File: config.mk
export PLATFORM = sky130hd
export DESIGN_NAME = spi_fifo_master
export DESIGN_NICKNAME = d
export VERILOG_FILES = /design/src/rtl/spi_fifo_master.sv
export SDC_FILE = /design/constraint.sdc
export NUM_CORES = 1
export LEC_CHECK = 0
export BUFFER_PORTS_ARGS = -buffer_cell sky130_fd_sc_hd__buf_2
export CORE_MARGIN = 5
export CORE_UTILIZATION = 40
export CTS_CLUSTER_DIAMETER = 60
export CTS_CLUSTER_SIZE = 24
export DETAILED_ROUTE_END_ITERATION = 8
export GPL_ROUTABILITY_DRIVEN = 0
export PLACE_DENSITY = 0.55
export SYNTH_ARGS = -nofsm -noshare
export SYNTH_HDL_FRONTEND = slang
export SYNTH_SLANG_ARGS = --single-unit
File: constraint.sdc
create_clock -name clk -period 6.75 [get_ports clk]
set_input_delay 0.675 -clock clk [delete_from_list [all_inputs] [get_ports clk]]
set_output_delay 0.675 -clock clk [all_outputs]
set_load 0.005 [all_outputs]
File: src/rtl/spi_fifo_master.sv
module spi_fifo_master #(
  parameter int DEPTH = 8,
  parameter int AW    = 5
) (
  input  logic          clk,
  input  logic          rst_n,
  input  logic [AW-1:0] bus_addr,
  input  logic          bus_wr,
  input  logic          bus_rd,
  input  logic [31:0]   bus_wdata,
  output logic [31:0]   bus_rdata,
  output logic          sck,
  output logic          mosi,
  input  logic          miso,
  output logic          fss_n,
  output logic          irq_rx,
  output logic          irq_tx,
  output logic          irq_ovr
);

  localparam int PW = $clog2(DEPTH);
  localparam int CW = PW + 1;
  localparam logic [CW-1:0] FULLC = CW'(DEPTH);
  localparam logic [CW-1:0] HALFC = CW'(DEPTH / 2);
  localparam logic [AW-1:0] A_C0  = AW'(8'h00);
  localparam logic [AW-1:0] A_C1  = AW'(8'h04);
  localparam logic [AW-1:0] A_DAT = AW'(8'h08);
  localparam logic [AW-1:0] A_ST  = AW'(8'h0C);
  localparam logic [AW-1:0] A_PS  = AW'(8'h10);
  localparam logic [AW-1:0] A_IC  = AW'(8'h14);

  logic [15:0]   cfg0;
  logic [4:0]    cfg1;
  logic [7:1]    presc;
  logic          ovr;
  logic [15:0]   tx_mem [DEPTH];
  logic [15:0]   rx_mem [DEPTH];
  logic [PW-1:0] tx_wp, tx_rp, rx_wp, rx_rp;
  logic [CW-1:0] tx_cnt, rx_cnt;
  logic          act, sck_r, mosi_r;
  logic [15:0]   div, tx_sh, rx_sh;
  logic [5:0]    edg;

  wire pol    = cfg0[6];
  wire pha    = cfg0[7];
  wire ie_rx  = cfg1[0];
  wire ie_tx  = cfg1[1];
  wire ie_ovr = cfg1[2];
  wire lbk    = cfg1[3];
  wire en     = cfg1[4];

  wire [3:0]  sz     = (cfg0[3:0] < 4'd3) ? 4'd3 : cfg0[3:0];
  wire [15:0] mask   = 16'hFFFF >> (4'd15 - sz);
  wire [6:0]  ph     = (presc == 7'd0) ? 7'd1 : presc;
  wire [8:0]  scr_p1 = {1'b0, cfg0[15:8]} + 9'd1;
  wire [15:0] half   = {9'd0, ph} * {7'd0, scr_p1};
  wire [5:0]  last_e = {1'b0, sz, 1'b1};

  wire sel_c0  = bus_addr == A_C0;
  wire sel_c1  = bus_addr == A_C1;
  wire sel_dat = bus_addr == A_DAT;
  wire sel_ps  = bus_addr == A_PS;
  wire sel_ic  = bus_addr == A_IC;

  wire start = !act && en && (tx_cnt != '0);
  wire tick  = act && en && (div == half - 16'd1);
  wire samp  = (!edg[0]) ^ pha;
  wire done  = tick && (edg == last_e);
  wire din   = lbk ? mosi_r : miso;
  wire [15:0] rx_nx   = {rx_sh[14:0], din};
  wire [15:0] rx_word = (samp ? rx_nx : rx_sh) & mask;
  wire [15:0] tx_aln  = tx_mem[tx_rp] << (4'd15 - sz);

  wire tx_push = bus_wr && sel_dat && (tx_cnt != FULLC);
  wire rx_pop  = bus_rd && sel_dat && (rx_cnt != '0);
  wire rx_room = (rx_cnt != FULLC) || rx_pop;
  wire rx_push = done && rx_room;
  wire ovr_set = done && !rx_room;
  wire ic_wr   = bus_wr && sel_ic;

  wire unused_wdata = &{1'b0, bus_wdata[31:16]};

  always_ff @(posedge clk or negedge rst_n)
    if (!rst_n) begin
      cfg0  <= '0;
      cfg1  <= '0;
      presc <= '0;
    end else if (bus_wr) begin
      if (sel_c0) cfg0  <= bus_wdata[15:0];
      if (sel_c1) cfg1  <= bus_wdata[4:0];
      if (sel_ps) presc <= bus_wdata[7:1];
    end

  always_ff @(posedge clk or negedge rst_n)
    if (!rst_n) ovr <= 1'b0;
    else        ovr <= ovr_set || (ovr && !ic_wr);

  always_ff @(posedge clk)
    if (tx_push) tx_mem[tx_wp] <= bus_wdata[15:0];

  always_ff @(posedge clk)
    if (rx_push) rx_mem[rx_wp] <= rx_word;

  always_ff @(posedge clk or negedge rst_n)
    if (!rst_n) begin
      tx_wp  <= '0;
      tx_rp  <= '0;
      tx_cnt <= '0;
      rx_wp  <= '0;
      rx_rp  <= '0;
      rx_cnt <= '0;
    end else begin
      if (tx_push) tx_wp <= tx_wp + PW'(1);
      if (start)   tx_rp <= tx_rp + PW'(1);
      tx_cnt <= tx_cnt + CW'(tx_push) - CW'(start);
      if (rx_push) rx_wp <= rx_wp + PW'(1);
      if (rx_pop)  rx_rp <= rx_rp + PW'(1);
      rx_cnt <= rx_cnt + CW'(rx_push) - CW'(rx_pop);
    end

  always_ff @(posedge clk or negedge rst_n)
    if (!rst_n) begin
      act    <= 1'b0;
      sck_r  <= 1'b0;
      mosi_r <= 1'b0;
      div    <= '0;
      edg    <= '0;
      tx_sh  <= '0;
      rx_sh  <= '0;
    end else if (start) begin
      act   <= 1'b1;
      sck_r <= pol;
      div   <= '0;
      edg   <= '0;
      rx_sh <= '0;
      if (pha) begin
        tx_sh <= tx_aln;
      end else begin
        mosi_r <= tx_aln[15];
        tx_sh  <= {tx_aln[14:0], 1'b0};
      end
    end else if (act) begin
      if (!en) begin
        act <= 1'b0;
      end else if (tick) begin
        div   <= '0;
        sck_r <= !sck_r;
        edg   <= edg + 6'd1;
        if (samp) begin
          rx_sh <= rx_nx;
        end else begin
          mosi_r <= tx_sh[15];
          tx_sh  <= {tx_sh[14:0], 1'b0};
        end
        if (done) act <= 1'b0;
      end else begin
        div <= div + 16'd1;
      end
    end

  assign sck     = act ? sck_r : pol;
  assign mosi    = mosi_r;
  assign fss_n   = !act;
  assign irq_rx  = ie_rx && (rx_cnt >= HALFC);
  assign irq_tx  = ie_tx && (tx_cnt <= HALFC);
  assign irq_ovr = ie_ovr && ovr;

  always_comb begin
    bus_rdata = '0;
    case (bus_addr)
      A_C0:    bus_rdata = {16'd0, cfg0};
      A_C1:    bus_rdata = {27'd0, cfg1};
      A_DAT:   bus_rdata = (rx_cnt != '0) ? {16'd0, rx_mem[rx_rp]} : 32'd0;
      A_ST:    bus_rdata = {27'd0, act, rx_cnt == FULLC, rx_cnt != '0,
                            tx_cnt != FULLC, tx_cnt == '0};
      A_PS:    bus_rdata = {24'd0, presc, 1'b0};
      A_IC:    bus_rdata = {29'd0, irq_ovr, irq_tx, irq_rx};
      default: bus_rdata = '0;
    endcase
  end

endmodule

==> results.sh, run 1 <==
export IMPL_p_per_area_nw_per_um2=402.8
export IMPL_port_buffers=47
export IMPL_maxSlewViolCount=0
export IMPL_maxCapViolCount=0
export IMPL_fin_ws_ns=0.3340
export IMPL_status="complete, no violations"
export IMPL_die_w_um=225.9
export IMPL_antenna_found_initial=0
export IMPL_cts_buffer_depth=3
export IMPL_peakVddDrop_uv=349.1
export IMPL_die_y_um=225.9
export IMPL_io_pins=80
export IMPL_dieArea_sq_um=51030
export IMPL_post_drt_via_cell_ratio=5.310
export IMPL_num_nets_final=1616
export IMPL_setup_viol=0
export IMPL_vias=11200
export IMPL_synth_edf_count=256
export IMPL_clock_sinks=362
export IMPL_antenna_cells=0
export IMPL_start_util=0.4022
export IMPL_hpwl_um=30070
export IMPL_final_common_cell="edfxtp_1"
export IMPL_cts_tree="built"
export IMPL_synthCells=1388
export IMPL_grt_start_max_net_pins=63
export IMPL_relSlewSlack=0.1946
export IMPL_drt_initial_drc_count=822
export IMPL_ys_ff_latch=362
export IMPL_pre_cts_slack_ns=0.1630
export IMPL_track_usage=0.1732
export IMPL_cts_made_buffers=35
export IMPL_drtPass1Iterations=5
export IMPL_synthToLayoutAreaGrowth_pct=13.99
export IMPL_antenna_left=0
export IMPL_rsz0062_at_grt="no"
export IMPL_cp_start_kind="flip-flop"
export IMPL_ys_types=69
export IMPL_async_reset_ff_frac=0.2928
export IMPL_skew_ns=0.03862
export IMPL_p_total_mw=8.561
export IMPL_htree_levels=2
export IMPL_seq_area_frac_synth=0.5546
export IMPL_cp_end_kind="flip-flop"
export IMPL_yosysWarnings=0
export IMPL_layout_common_cells="edfxtp_1 (256), nand2_1 (133), dfrtp_1 (103)"
export IMPL_place_area_sq_um=19930
export IMPL_critical_path_arrival_ns=6.85
export IMPL_max_freq_ghz=0.1559
export IMPL_synth_ff_type="edfxtp_1"
export IMPL_rows=79
export IMPL_avgSynthCellArea_sq_um=13.43
export IMPL_clkLatencyLatePin_ns=0.57
export IMPL_critPathKind="reg2reg"
export IMPL_hold_path_class="in2async"
export IMPL_grt_pass1_wl_um=68350
export IMPL_drive_above_1_share=0.2124
export IMPL_critPathRequiredTime_ns=7.18
export IMPL_final_min_clock_period_ns=6.416
export IMPL_clkSlewWorstSetupHoldPaths_ns=0.07
export IMPL_finalHoldViolCount=0
export IMPL_fin_area_sq_um=21250
export IMPL_setup_tns_ns=0
export IMPL_netlist_area_sq_um=18640
export IMPL_final_core_util=0.4584
export IMPL_worst_pin_slew_ns=1.197
export IMPL_grt_pass1_vias=11590
export IMPL_remaining_drc_errors=0
export IMPL_core_sq_um=46360
export IMPL_drt_wl_total_um=43670
export IMPL_grt_overflow_total=0
export IMPL_post_route_period_util=0.9505
export IMPL_p_leak_nw=8.205
export IMPL_worst_path_max_fanout=5
export IMPL_wl_per_cell_um=20.71
export IMPL_clock_root_buffer="clkbuf_16"
what timing repair did:
action / 4_1_cts / 5_1_grt
gates resized for setup: 0 / 11
endpoints found under the setup margin: 0 / 3
setup buffers: 0 / 3
hold buffers: 0 / 0
kinds of logic after synthesis:
logic type	count (synthesis)	share of synthesized area
xor+xnor	64	0.03047
compound gates	144	0.05107
simple gates	355	0.08946
buf+inv	167	0.03825
other cells	1	0.0002011
fa+ha+maj	99	0.08295
mux	196	0.1530
flops	362	0.5546
cell type report:
cell class,instances,area [sq um]
Clock buffer,37,893.4
Timing Repair Buffer,111,834.6
Fill cell,4108,25110
Sequential cell,362,10340
Inverter,91,341.6
Tap cell,607,759.5
Clock inverter,27,360.3
Multi-Input combinational cell,874,7720
worst max-delay path, cell delays in order, from the launching register on:
cell	delay (ns)
dfrtp_1	0.41
ha_1	0.22
nand3_2	0.12
nor2_2	0.18
xor2_2	0.18
buf_4	0.16
nand2_1	0.07
fa_1	0.51
fa_1	0.56
fa_1	0.43
fa_1	0.49
inv_1	0.04
ha_1	0.36
a21oi_1	0.11
o21bai_1	0.20
a31oi_1	0.07
o21ai_0	0.18
mux2_2	0.40
nor4b_2	0.26
buf_4	0.18
nand2_1	0.08
ha_1	0.29
inv_1	0.04
ha_1	0.20
fa_1	0.38
xor2_1	0.15
per-stage QoR:
stage | instances | hold slack [ns]
5_1_grt | 2109 | 0.2798
3_5_place_dp | 2042 | 0.4777
2_1_floorplan | 1403 | 0.3794
3_3_place_gp | 2042 | 0.4717
6_report | 2109 | 0.1995
4_1_cts | 2106 | 0.2280
power breakdown:
part | switching (mW) | total [mW] | internal (mW)
Combinational | 2.08 | 3.81 | 1.73
Clock | 0.963 | 2.10 | 1.14
Sequential | 0.139 | 2.65 | 2.51
metal layers:
metal / wire, um / up-vias / GRT usage
li1: - / 5225 / -
met1: 19780 / 5731 / 0.2415
met2: 21560 / 184 / 0.2900
met3: 1332 / 58 / 0.02041
met4: 1000 / 0 / 0.04725
met5: 0 / - / 0
path summary, 6_finish.rpt:
path / from / endpoint / slack [ns] / depth (start not counted)
setup / recovery: cfg0[8] / rx_cnt[2] / 0.33 / 25
hold / removal: rst_n / div[15] / 0.20 / 1
setup reg to reg: cfg0[8] / rx_cnt[2] / 0.33 / 25
hold reg to reg: tx_wp[2] / tx_wp[2] / 0.49 / 1
max in group asynchronous: rst_n / tx_rp[1] / 5.36 / 2
min in group clk: bus_wdata[7] / tx_mem[0][7] / 0.44 / 1
flip-flops by register name, summed over array words and instances (netlist names), 3 cells and up:
signal	flops
tx_cnt	4
rx_wp	3
presc	7
tx_sh	16
cfg1	5
edg	6
tx_wp	3
rx_rp	3
tx_rp	3
tx_mem	128
rx_mem	128
rx_sh	16
cfg0	16
div	16
rx_cnt	4
Yosys cell counts, types with 37 or more instances:
| cell type | instances | area, sq um |
|---|---|---|
| dfrtp_1 | 106 | 2653 |
| xnor2_1 | 41 | 359.1 |
| o21ai_0 | 37 | 185.2 |
| mux2i_1 | 78 | 780.8 |
| nand2_1 | 133 | 499.2 |
| inv_1 | 88 | 330.3 |
| fa_1 | 41 | 820.8 |
| clkbuf_1 | 41 | 153.9 |
| ha_1 | 58 | 725.7 |
| nor2_1 | 90 | 337.8 |
| mux2_2 | 52 | 585.6 |
| edfxtp_1 | 256 | 7687 |
| mux4_2 | 66 | 1486 |
(Power assumes the default switching activity.)
==> run 2: changes to the inputs <==
--- a/config.mk
+++ b/config.mk
@@ -5,6 +5,7 @@
 export SDC_FILE = /design/constraint.sdc
 export NUM_CORES = 1
 export LEC_CHECK = 0
+export ABC_AREA = 1
 export BUFFER_PORTS_ARGS = -buffer_cell sky130_fd_sc_hd__buf_2
 export CORE_MARGIN = 5
 export CORE_UTILIZATION = 40
==> results.sh, run 2 <==
export IMPL_layout_common_cells="nand2_1 (525), inv_1 (291), edfxtp_1 (256)"
export IMPL_die_w_um=231.8
export IMPL_num_nets_final=2311
export IMPL_port_buffers=47
export IMPL_drtPass1Iterations=5
export IMPL_cts_made_buffers=35
export IMPL_largestRegisters="rx_mem x128, tx_mem x128"
export IMPL_ys_top_cells_by_area="edfxtp_1 (39%), dfrtp_1 (13%), nand2_1 (10%)"
export IMPL_hpwl_um=34980
export IMPL_rsz0062_at_grt="no"
export IMPL_grt_start_max_net_pins=77
export IMPL_ys_types=55
export IMPL_critPathRequiredTime_ns=7.18
export IMPL_synth_ff_type="edfxtp_1"
export IMPL_antenna_found_initial=3
export IMPL_grt_overflow_total=0
export IMPL_drt_wl_total_um=51800
export IMPL_critical_path_arrival_ns=6.72
export IMPL_cpMaxStageDelayCell="fa_1"
export IMPL_skew_ns=0.03469
export IMPL_synth_most_common_cell="nand2_1"
export IMPL_io_pins=80
export IMPL_seq_area_frac_synth=0.5255
export IMPL_finalHoldViolCount=0
export IMPL_synth_top_area_frac=0.3907
export IMPL_rows=81
export IMPL_final_common_cell="nand2_1"
export IMPL_synthCells=2140
export IMPL_remaining_drc_errors=0
export IMPL_cp_start_kind="flip-flop"
export IMPL_post_drt_via_cell_ratio=5.046
export IMPL_synth_edf_count=256
export IMPL_post_route_period_util=0.9317
export IMPL_cp_end_kind="flip-flop"
export IMPL_netlist_area_sq_um=19680
export IMPL_postCtsHoldBufs=0
export IMPL_hold_path_class="in2async"
export IMPL_slowest_delay_ns=0.54
export IMPL_cp_top_family="adder cells"
export IMPL_antenna_left=0
export IMPL_final_min_clock_period_ns=6.289
export IMPL_peakVddDrop_uv=360.9
export IMPL_maxSlewViolCount=0
export IMPL_synth_top_area_cell="edfxtp_1"
export IMPL_cpMostUsedCell="nand2_1"
export IMPL_worst_pin_slew_ns=1.229
export IMPL_core_sq_um=48850
export IMPL_clkLatencyLatePin_ns=0.57
export IMPL_grt_pass1_wl_um=80750
export IMPL_wl_per_cell_um=18.09
export IMPL_maxCapViolCount=0
export IMPL_vias=14450
export IMPL_fin_area_sq_um=21780
export IMPL_ys_ff_latch=362
export IMPL_track_usage=0.1924
export IMPL_critPathKind="reg2reg"
export IMPL_grt_pass1_vias=13930
export IMPL_fill_cells=4743
export IMPL_worstRegToRegCells=30
export IMPL_crit_cells=30
export IMPL_clock_root_buffer="clkbuf_16"
export IMPL_cts_tree="built"
export IMPL_clock_sinks=362
export IMPL_die_y_um=231.8
export IMPL_setup_viol=0
export IMPL_synthToLayoutAreaGrowth_pct=10.69
export IMPL_worst_path_max_fanout=5
export IMPL_critical_path_buf_inv_count=4
export IMPL_clkSlewWorstSetupHoldPaths_ns=0.07
export IMPL_p_per_area_nw_per_um2=470.3
export IMPL_status="complete, no violations"
export IMPL_start_util=0.4028
export IMPL_place_area_sq_um=20560
export IMPL_drive_above_1_share=0.08284
export IMPL_relSlewSlack=0.1792
export IMPL_dieArea_sq_um=53730
export IMPL_drt_initial_drc_count=1065
export IMPL_yosysWarnings=0
export IMPL_htree_levels=2
export IMPL_avgSynthCellArea_sq_um=9.195
export IMPL_async_reset_ff_frac=0.2928
export IMPL_setup_tns_ns=0
export IMPL_cts_buffer_depth=3
export IMPL_post_cts_setup_buffers=0
export IMPL_p_leak_nw=9.637
export IMPL_synth_common_cells="nand2_1 (526), inv_1 (294), edfxtp_1 (256)"
export IMPL_max_freq_ghz=0.1590
==> run 2: changes by cell type after synthesis, sizes merged, moves of 52 or more <==
cell   previous run  this run
nand2           134       533
inv              89       299
nand3            23       218
nor2             91       199
o21ai            37       117
mux4             66         0
mux2i            78        26
==> run 2: area by class of cell <==
class | count | area (sq um) | area share
Inverter | 300 | 1126 | 0.05170
Multi-Input combinational cell | 1395 | 7828 | 0.3594
Timing Repair Buffer | 76 | 455.4 | 0.02091
Sequential cell | 362 | 10340 | 0.4749
Clock inverter | 25 | 302.8 | 0.01390
Antenna cell | 2 | 5.005 | 0.0002298
Clock buffer | 39 | 890.9 | 0.04090
Tap cell | 664 | 830.8 | 0.03814
==> run 2: layer usage <==
layer	vias to the layer above	track usage	routed length (um)
met1	6974	0.2714	23630
li1	7065	-	-
met5	-	0	11
met3	62	0.03081	2932
met2	344	0.3111	24040
met4	2	0.05262	1185
==> run 2: cells by family (layout without fill, tap and decap cells) <==
logic type / count (synthesis) / in the layout / synth area share
flip-flops: 362 / 362 / 0.5255
AO/OA/AOI/OAI: 210 / 210 / 0.06511
AND/OR/NAND/NOR: 999 / 999 / 0.2136
other: 1 / 18 / 0.0001906
multiplexers: 28 / 28 / 0.01437
XOR/XNOR: 43 / 43 / 0.01914
buffers and inverters: 398 / 440 / 0.08349
adder cells (fa/ha/maj): 99 / 99 / 0.07859
==> run 2: where the power goes <==
group | leakage (nW) | switching, mW | total (mW) | internal, mW
logic | 5.32 | 3.52 | 5.42 | 1.89
clock network | 0.567 | 0.974 | 2.03 | 1.05
registers | 3.75 | 0.197 | 2.80 | 2.60
==> run 2: path summary, 6_finish.rpt <==
kind	end	start	slack, ns
hold / removal	rx_sh[14]	rst_n	0.11
min in group clk	tx_mem[4][1]	bus_wdata[1]	0.39
setup / recovery	rx_cnt[2]	cfg0[10]	0.46
max in group asynchronous	tx_rp[0]	rst_n	5.34
setup reg to reg	rx_cnt[2]	cfg0[10]	0.46
hold reg to reg	tx_sh[13]	tx_sh[13]	0.48
==> run 2: worst register-to-register path: cells and delay by family (launching register included) <==
family	cells	cell delay [ns]
fa+ha+maj	8	3.29
simple gates	16	1.81
flops	1	0.47
buf+inv	4	0.26
compound gates	1	0.16
xor+xnor	1	0.15
==> run 2: through the flow <==
step	instances	utilization	total power [mW]	setup WS [ns]	hold slack [ns]
detailed placement	2797	0.4209	8.233	0.3277	0.4575
global placement	2797	0.4209	8.153	0.4478	0.4497
global route	2863	0.4459	11.25	0.01411	0.1575
floorplan	2155	-	6.991	1.011	0.3794
finish	2863	0.4459	10.25	0.4613	0.1118
CTS	2861	0.4453	10.29	0.2869	0.1123
==> run 2: repair_timing <==
action                                  in CTS  in global routing
gates resized for setup                      0                 10
endpoints found under the setup margin       0                 62
endpoints found under the hold margin        0                  0
